`config.mk`:
```
export PLATFORM = sky130hd
export DESIGN_NAME = excg_gate
export DESIGN_NICKNAME = d
export VERILOG_FILES = /design/src/rtl/excg_pkg.sv /design/src/rtl/excg_mask_regs.sv /design/src/rtl/excg_filter.sv /design/src/rtl/excg_arbiter.sv /design/src/rtl/excg_gate.sv
export SDC_FILE = /design/constraint.sdc
export NUM_CORES = 1
export LEC_CHECK = 0
export BUFFER_PORTS_ARGS = -buffer_cell sky130_fd_sc_hd__buf_4
export CAP_MARGIN = 0
export CORE_MARGIN = 2
export CORE_UTILIZATION = 50
export DETAILED_ROUTE_END_ITERATION = 6
export PLACE_DENSITY_LB_ADDON = 0.25
export REMOVE_ABC_BUFFERS = 1
export SLEW_MARGIN = 0
export SYNTH_ARGS = -nofsm -noshare
export SYNTH_HDL_FRONTEND = slang
export SYNTH_SLANG_ARGS = --single-unit
```
`constraint.sdc`:
```
create_clock -name clk -period 31.3 [get_ports clk]
set_input_delay 6.26 -clock clk [delete_from_list [all_inputs] [get_ports clk]]
set_output_delay 6.26 -clock clk [all_outputs]
set_load 0.05 [all_outputs]
```
`src/rtl/excg_pkg.sv`:
```
package excg_pkg;

  // Mask register selector; the encoding is visible on wr_sel / rd_sel.
  typedef enum logic [1:0] {
    SEL_PRIM  = 2'd0,
    SEL_FAULT = 2'd1,
    SEL_BASE  = 2'd2,
    SEL_NONE  = 2'd3
  } mreg_sel_e;

  localparam int unsigned BUS_W = 32;

endpackage

```
`src/rtl/excg_mask_regs.sv`:
```
module excg_mask_regs
  import excg_pkg::*;
#(
  parameter int unsigned PRIO_W = 8
) (
  input  logic              clk,
  input  logic              rst,
  input  logic              wr_en,
  input  logic [1:0]        wr_sel,
  input  logic [PRIO_W-1:0] wr_val,
  input  logic              exc_ret,
  input  logic              ret_nmi,
  input  logic [1:0]        rd_sel,
  output logic              pm_q,
  output logic              fm_q,
  output logic [PRIO_W-1:0] bp_q,
  output logic [BUS_W-1:0]  rd_data
);

  mreg_sel_e wsel, rsel;
  logic      ret_clear;
  logic [BUS_W-1:0] rd_next;

  assign wsel      = mreg_sel_e'(wr_sel);
  assign rsel      = mreg_sel_e'(rd_sel);
  assign ret_clear = exc_ret && !ret_nmi;

  always_ff @(posedge clk) begin
    if (rst) begin
      pm_q <= 1'b0;
    end else if (wr_en && wsel == SEL_PRIM) begin
      pm_q <= wr_val[0];
    end
  end

  // Return-driven clear outranks a same-cycle software write.
  always_ff @(posedge clk) begin
    if (rst) begin
      fm_q <= 1'b0;
    end else if (ret_clear) begin
      fm_q <= 1'b0;
    end else if (wr_en && wsel == SEL_FAULT) begin
      fm_q <= wr_val[0];
    end
  end

  always_ff @(posedge clk) begin
    if (rst) begin
      bp_q <= '0;
    end else if (wr_en && wsel == SEL_BASE) begin
      bp_q <= wr_val;
    end
  end

  always_comb begin
    rd_next = '0;
    unique case (rsel)
      SEL_PRIM:  rd_next[0] = pm_q;
      SEL_FAULT: rd_next[0] = fm_q;
      SEL_BASE:  rd_next[PRIO_W-1:0] = bp_q;
      default:   rd_next = '0;
    endcase
  end

  always_ff @(posedge clk) begin
    if (rst) rd_data <= '0;
    else     rd_data <= rd_next;
  end

endmodule

```
`src/rtl/excg_filter.sv`:
```
module excg_filter #(
  parameter int unsigned NUM_IRQ = 8,
  parameter int unsigned PRIO_W  = 8
) (
  input  logic [NUM_IRQ-1:0]        req_pend,
  input  logic [NUM_IRQ*PRIO_W-1:0] req_prio,
  input  logic                      pm_q,
  input  logic                      fm_q,
  input  logic [PRIO_W-1:0]         bp_q,
  input  logic                      run_active,
  input  logic                      run_nmi,
  input  logic [PRIO_W-1:0]         run_prio,
  output logic [NUM_IRQ-1:0]        elig
);

  logic global_block;
  logic bp_on;

  assign global_block = pm_q || fm_q || (run_active && run_nmi);
  assign bp_on        = (bp_q != '0);

  for (genvar i = 0; i < NUM_IRQ; i++) begin : g_req
    logic [PRIO_W-1:0] p;
    logic thr_ok, pre_ok;
    assign p      = req_prio[i*PRIO_W +: PRIO_W];
    assign thr_ok = !bp_on || (p < bp_q);
    assign pre_ok = !run_active || (p < run_prio);
    assign elig[i] = req_pend[i] && !global_block && thr_ok && pre_ok;
  end

endmodule

```
`src/rtl/excg_arbiter.sv`:
```
module excg_arbiter #(
  parameter int unsigned NUM_IRQ = 8,
  parameter int unsigned PRIO_W  = 8,
  localparam int unsigned IDX_W  = $clog2(NUM_IRQ + 1)
) (
  input  logic [NUM_IRQ-1:0]        elig,
  input  logic [NUM_IRQ*PRIO_W-1:0] req_prio,
  output logic                      any,
  output logic [IDX_W-1:0]          win_idx,
  output logic [PRIO_W-1:0]         win_prio
);

  // Strict less-than keeps the first (lowest) index on equal priorities.
  always_comb begin
    any      = 1'b0;
    win_idx  = '0;
    win_prio = '0;
    for (int i = 0; i < NUM_IRQ; i++) begin
      if (elig[i] && (!any || req_prio[i*PRIO_W +: PRIO_W] < win_prio)) begin
        any      = 1'b1;
        win_idx  = IDX_W'(i);
        win_prio = req_prio[i*PRIO_W +: PRIO_W];
      end
    end
  end

endmodule

```
`src/rtl/excg_gate.sv`:
```
module excg_gate
  import excg_pkg::*;
#(
  parameter int unsigned NUM_IRQ = 8,
  parameter int unsigned PRIO_W  = 8,
  localparam int unsigned IDX_W  = $clog2(NUM_IRQ + 1)
) (
  input  logic                      clk,
  input  logic                      rst,
  input  logic [NUM_IRQ-1:0]        req_pend,
  input  logic [NUM_IRQ*PRIO_W-1:0] req_prio,
  input  logic                      nmi_pend,
  input  logic                      run_active,
  input  logic                      run_nmi,
  input  logic [PRIO_W-1:0]         run_prio,
  input  logic                      exc_ret,
  input  logic                      wr_en,
  input  logic [1:0]                wr_sel,
  input  logic [31:0]               wr_data,
  input  logic [1:0]                rd_sel,
  output logic [31:0]               rd_data,
  output logic                      act_valid,
  output logic                      act_nmi,
  output logic [IDX_W-1:0]          act_idx,
  output logic [PRIO_W-1:0]         act_prio
);

  localparam logic [IDX_W-1:0] NMI_IDX = IDX_W'(NUM_IRQ);

  logic              pm_q, fm_q;
  logic [PRIO_W-1:0] bp_q;
  logic [NUM_IRQ-1:0] elig;
  logic              cfg_any;
  logic [IDX_W-1:0]  cfg_idx;
  logic [PRIO_W-1:0] cfg_prio;
  logic              nmi_ok;
  logic              unused_wr_hi;

  assign unused_wr_hi = ^wr_data[31:PRIO_W];

  excg_mask_regs #(.PRIO_W(PRIO_W)) u_regs (
    .clk     (clk),
    .rst     (rst),
    .wr_en   (wr_en),
    .wr_sel  (wr_sel),
    .wr_val  (wr_data[PRIO_W-1:0]),
    .exc_ret (exc_ret),
    .ret_nmi (run_nmi),
    .rd_sel  (rd_sel),
    .pm_q    (pm_q),
    .fm_q    (fm_q),
    .bp_q    (bp_q),
    .rd_data (rd_data)
  );

  excg_filter #(.NUM_IRQ(NUM_IRQ), .PRIO_W(PRIO_W)) u_filt (
    .req_pend   (req_pend),
    .req_prio   (req_prio),
    .pm_q       (pm_q),
    .fm_q       (fm_q),
    .bp_q       (bp_q),
    .run_active (run_active),
    .run_nmi    (run_nmi),
    .run_prio   (run_prio),
    .elig       (elig)
  );

  excg_arbiter #(.NUM_IRQ(NUM_IRQ), .PRIO_W(PRIO_W)) u_arb (
    .elig     (elig),
    .req_prio (req_prio),
    .any      (cfg_any),
    .win_idx  (cfg_idx),
    .win_prio (cfg_prio)
  );

  // The non-maskable request ignores all three masks; only a running
  // non-maskable handler holds it off.
  assign nmi_ok = nmi_pend && !(run_active && run_nmi);

  always_ff @(posedge clk) begin
    if (rst) begin
      act_valid <= 1'b0;
      act_nmi   <= 1'b0;
      act_idx   <= '0;
      act_prio  <= '0;
    end else if (nmi_ok) begin
      act_valid <= 1'b1;
      act_nmi   <= 1'b1;
      act_idx   <= NMI_IDX;
      act_prio  <= '0;
    end else begin
      act_valid <= cfg_any;
      act_nmi   <= 1'b0;
      act_idx   <= cfg_any ? cfg_idx  : '0;
      act_prio  <= cfg_any ? cfg_prio : '0;
    end
  end

endmodule

```
# Yosys cells after proc, flatten, opt, wreduce, memory -nomap -nowiden
# Cells that the tools add are included.
# totals
out_inout_bits	46
in_bits	123
regBits	56
elab_cells	148
# op_classes
eq_ne	4
magnitude_cmp	23
bitwise	2
n_reduce_logical	80
muxes	28
# ops
operator	n
< comparator 8 bit	23
2-to-1 mux 8 bit	8
logical AND 1 bit	37
logical OR 1 bit	25
zero test 1 bit	12
2-to-1 mux 3 bit	4
2-to-1 mux 1 bit	11
2-to-1 mux 4 bit	2
nonzero test 8 bit	1
== test 2 x 1 -> 1 bit, second input constant	2
== test 2 bit, second input constant	2
zero test 2 bit	2
2-to-1 mux 2 bit	2
OR reduction 2 bit	2
one-hot mux 1 bit (3 select lines)	1
OR reduction 3 bit	1
NOT 1 bit	2

# Longest topological paths before layout
# logic_depth
ltp_word	37
mapped_depth	72
mapped_depth_nobuf	67

# Cells and area by module
# Synthesis repeated with hierarchy kept, for this count alone.
# hier_totals
cells_unflattened	822
area_unflattened_um2	6566.3
# modules_own_cells
module	cells_per_inst	area_each_um2	seq_area_each_um2	instances
excg_arbiter	391	2677.6	0.0	1
excg_filter	308	2602.5	0.0	1
excg_mask_regs	90	864.6	360.3	1
excg_gate	33	421.7	280.3	1

# Least setup slack after synthesis
# No wires, ideal clock.
# synth_timing
path_kind	in2reg
start	in run_prio[2]
end	reg act_prio[1]
path_buffers	5
arrival_time_ns	18.744
required_time_ns	31.185
stages	69
slack_ns	12.441
setup_time_ns	0.115
path_cell_list	inv_1 > ha_1 > a21o_1 > a31oi_1 > or3_1 > and3_1 > buf_4 > nand2_1 > ha_1 > a21o_1 > a21o_1 > a21oi_1 > a21boi_0 > o21ai_2 > mux2i_1 > ha_1 > a21o_1 > a21oi_1 > [... 33 more ...] > nor2_1 > and3_1 > o31ai_1 > nand4b_1 > clkbuf_1 > a21o_1 > ha_1 > a21oi_1 > nor2b_1 > o21ai_0 > nand2b_1 > a21o_1 > nor4_1 > o221ai_2 > nand2_1 > buf_1 > a211oi_1 > o21ba_1
# synth_between
elab_chain_len	34
elab_cells_between_ends	70
classes_between	order compare (15); mux (16); bitwise (1); reduce/logical (38)
# synth_rtl
item	line_no	rtl
start, declared	excg_gate.sv:15	input logic [PRIO_W-1:0] run_prio,
< comparator 8 bit	excg_filter.sv:27	assign pre_ok = !run_active || (p < run_prio);
logical OR 1 bit	excg_filter.sv:27	
logical AND 1 bit	excg_filter.sv:28	assign elig[i] = req_pend[i] && !global_block && thr_ok && pre_ok;
2-to-1 mux 8 bit or 2-to-1 mux 1 bit (tied branches)	excg_arbiter.sv:19	if (elig[i] && (!any || req_prio[i*PRIO_W +: PRIO_W] < win_prio)) begin
< comparator 8 bit or zero test 1 bit (tied branches)	excg_arbiter.sv:19	
logical OR 1 bit	excg_arbiter.sv:19	
logical AND 1 bit	excg_arbiter.sv:19	
2-to-1 mux 8 bit or 2-to-1 mux 1 bit (tied branches)	excg_arbiter.sv:19	
[... 18 more ...]	-	
logical AND 1 bit	excg_arbiter.sv:19	
2-to-1 mux 8 bit or 2-to-1 mux 1 bit (tied branches)	excg_arbiter.sv:19	
< comparator 8 bit or zero test 1 bit (tied branches)	excg_arbiter.sv:19	
logical OR 1 bit	excg_arbiter.sv:19	
logical AND 1 bit	excg_arbiter.sv:19	
2-to-1 mux 1 bit	excg_arbiter.sv:19	
NOT 1 bit (no line)	-	
OR reduction 3 bit (no line)	-	
end signal, assigned	excg_gate.sv:95	act_prio <= cfg_any ? cfg_prio : '0;
end, declared	excg_gate.sv:25	output logic [PRIO_W-1:0] act_prio
# Parallel ways exist; a longest one is shown, timed or not.
# A chain may end at the register's enable or synchronous reset.

# Worst setup path in the final report
# layout_timing
start	in run_prio[5]
end	reg act_prio[5]
# Same word-level chain as after synthesis.

==> summary.txt <==
Post-synth EDFFs - 0
root buffer cell - clkbuf_16
Mapped Area - 6100 um2
Synth Register Bits - 31
post-synth top area share - 33.0%
ys async rst share - 0%
Synth Flop Type - dfxtp_1
Hold Slack - 0.505 ns
unrepaired setup endpoints after global routing - false
most frequent cells in the layout - ha_1, buf_4, inv_1, a21oi_1, a21o_1
CTS tree - done
CP Class - input pin to flop
Starting DRT DRC Count - 405
Core Area - 12000 um2
Final Max Slew Viols - 0
fin crit share - 70.3%
status - completed
setup tns final - 0 ns
CTS buffer count - 5
first-pass GRT wire length - 30200 um
largest area contributor in the netlist - ha_1
layout cell share with drive strength beyond 1 - 18.1%
critical path's slowest cell - nand4b_1
CP peak stage delay - 0.69 ns
# IOs - 169
CP dominant cell by count - a21oi_1
final setup vio count - 0
main area contributors after synthesis - ha_1, dfxtp_1, a21o_1
CP Launch Type - input pin
Hold WC Path Type - flop to flop
final wirelength - 19500 um
CP endpoint kind - flop
Max-Cap Viols - 0
Critical Path RT - 31.46 ns
Die Area - 13100 um2
CTS Sinks - 31
area grow syn2layout - 18.3%
Initial Util - 51.0%
first-pass detailed-route iteration total - 5
Post-DP HPWL - 15600 um
Yosys warning count - 0
Layout Skew - 0.00425 ns
Post-CTS Setup Repair Bufs - 0
vias - 6117
pwr dens - 39.0 nW/um2
Die W - 114 um
commonest non-fill, non-tap cell in the layout - ha_1
DRC errors left - 0
worst vdd ir - 0.0223 mV
Tightest Pin Transition - 0.826 ns
Netlist cell types - 72
Final min period - 22.01 ns
maximum buffer depth of the clock tree - 2
die height - 114 um
Filler cells - 1098
vias per std cell - 6.09
PostCTS Resize Cnt - 0
Post-DP Area - 7040 um2
DR WL/cell - 19.4 um
clk_lat worst skew - 0.28 ns
Syn Area/Cell - 8.23 um2
synthesized netlist cell count - 741
P_leak - 3.73 nW
gr ovfl total - 0
vias in the first global route - 5905
antenna violations before repair - 0
largest net degree at the start of global routing - 24
nets - 1139
GR Util All Layers - 29.5%
crit path DAT - 22.17 ns
FP Rows - 40
Routability Congestion - 0.893
# hold bufs at CTS - 0
final instance area - 7210 um2
post-synthesis sequential area ratio - 10.2%
endpoints failing hold - 0
Achievable Freq - 45.4 MHz
Post-DRT Antenna Nets - 0
crit path max fanout - 23
Clock Pin Slew Worst Setup and Hold Paths - 0.05 ns
H-tree depth - 2
worst rel slew slack - 44.6%
I/O Buffers - 120
==> kinds of logic after synthesis <==
| group | count (synthesis) | synth area share, % |
|---|---|---|
| flops | 31 | 10.2 |
| mux | 41 | 7.08 |
| simple gates | 193 | 16.6 |
| fa+ha+maj | 161 | 33.0 |
| buf+inv | 90 | 7.20 |
| other cells | 1 | 0.0615 |
| compound gates | 224 | 25.9 |
==> final timing paths <==
path	slack [ns]	cells past startpoint	endpoint	startpoint
worst min register to register	0.50	1	u_regs.rd_data[3]	u_regs.bp_q[3]
worst max register to register	14.98	65	act_prio[5]	u_regs.bp_q[1]
worst min-delay path	0.50	1	u_regs.rd_data[3]	u_regs.bp_q[3]
worst max-delay path	9.29	66	act_prio[5]	run_prio[5]
==> per-layer routing <==
| metal | part of all wire, % | global-route usage, % | vias up |
|---|---|---|---|
| met1 | 45 | 39.4 | 2863 |
| met5 | 0 | 0 | - |
| met4 | 3.4 | 11.1 | 0 |
| met3 | 5.5 | 2.22 | 47 |
| li1 | - | - | 2976 |
| met2 | 46 | 49.7 | 231 |
==> synthesized netlist by cell type (all sizes together), types with 3 or more instances <==
cell type,instances
a21oi,54
dfxtp,31
or3,5
nor2,40
nand4,10
o22a,3
o211ai,10
o2111ai,5
nand2b,20
and3,10
mux2,14
a211oi,18
a21o,46
a2111o,3
clkbuf,7
o21ai,35
buf,30
a211o,5
o21a,4
nor4,9
nand3,20
nor2b,10
mux2i,27
nor3,11
and2,15
o21ba,6
ha,161
a31oi,8
inv,53
a21boi,3
nand2,33
==> sequential cells by signal (all words and copies together) (netlist names) <==
signal          flops
act_idx             3
act_nmi             1
act_prio            8
act_valid           1
u_regs.bp_q         8
u_regs.fm_q         1
u_regs.pm_q         1
u_regs.rd_data      8
==> cell type report <==
type | count | area [um2] | area share [%]
clock inverter | 2 | 35.0 | 0.486
tap | 147 | 184 | 2.55
clock buffer | 6 | 139 | 1.93
timing repair buffer | 121 | 908 | 12.6
multi-input combinational | 643 | 5120 | 71.0
inverter | 53 | 199 | 2.76
antenna | 1 | 2.50 | 0.0347
sequential | 31 | 621 | 8.60
==> through the flow <==
step                      util, %  setup WS, ns  std cells  power (mW)
final                        60.3          9.29       1004       0.281
after detailed placement     58.8          9.44        995       0.222
after CTS                    60.3          9.64       1003       0.279
after global placement       58.8          9.82        995       0.214
after global routing         60.3          8.09       1003       0.302
after floorplan                 -         12.25        727       0.168
==> power breakdown <==
part / switching, mW / internal (mW)
clock network: 0.0170 / 0.0395
logic: 0.108 / 0.0722
registers: 0.00147 / 0.0432
==> worst max-delay path: cells and delay by family <==
family,cells,cell delay [ns]
AO/OA/AOI/OAI,35,6.74
AND/OR/NAND/NOR,16,4.43
adder cells (fa/ha/maj),8,2.46
multiplexers,4,1.59
buffers and inverters,3,0.66
No activity file was read; power rests on OpenSTA's default activity.
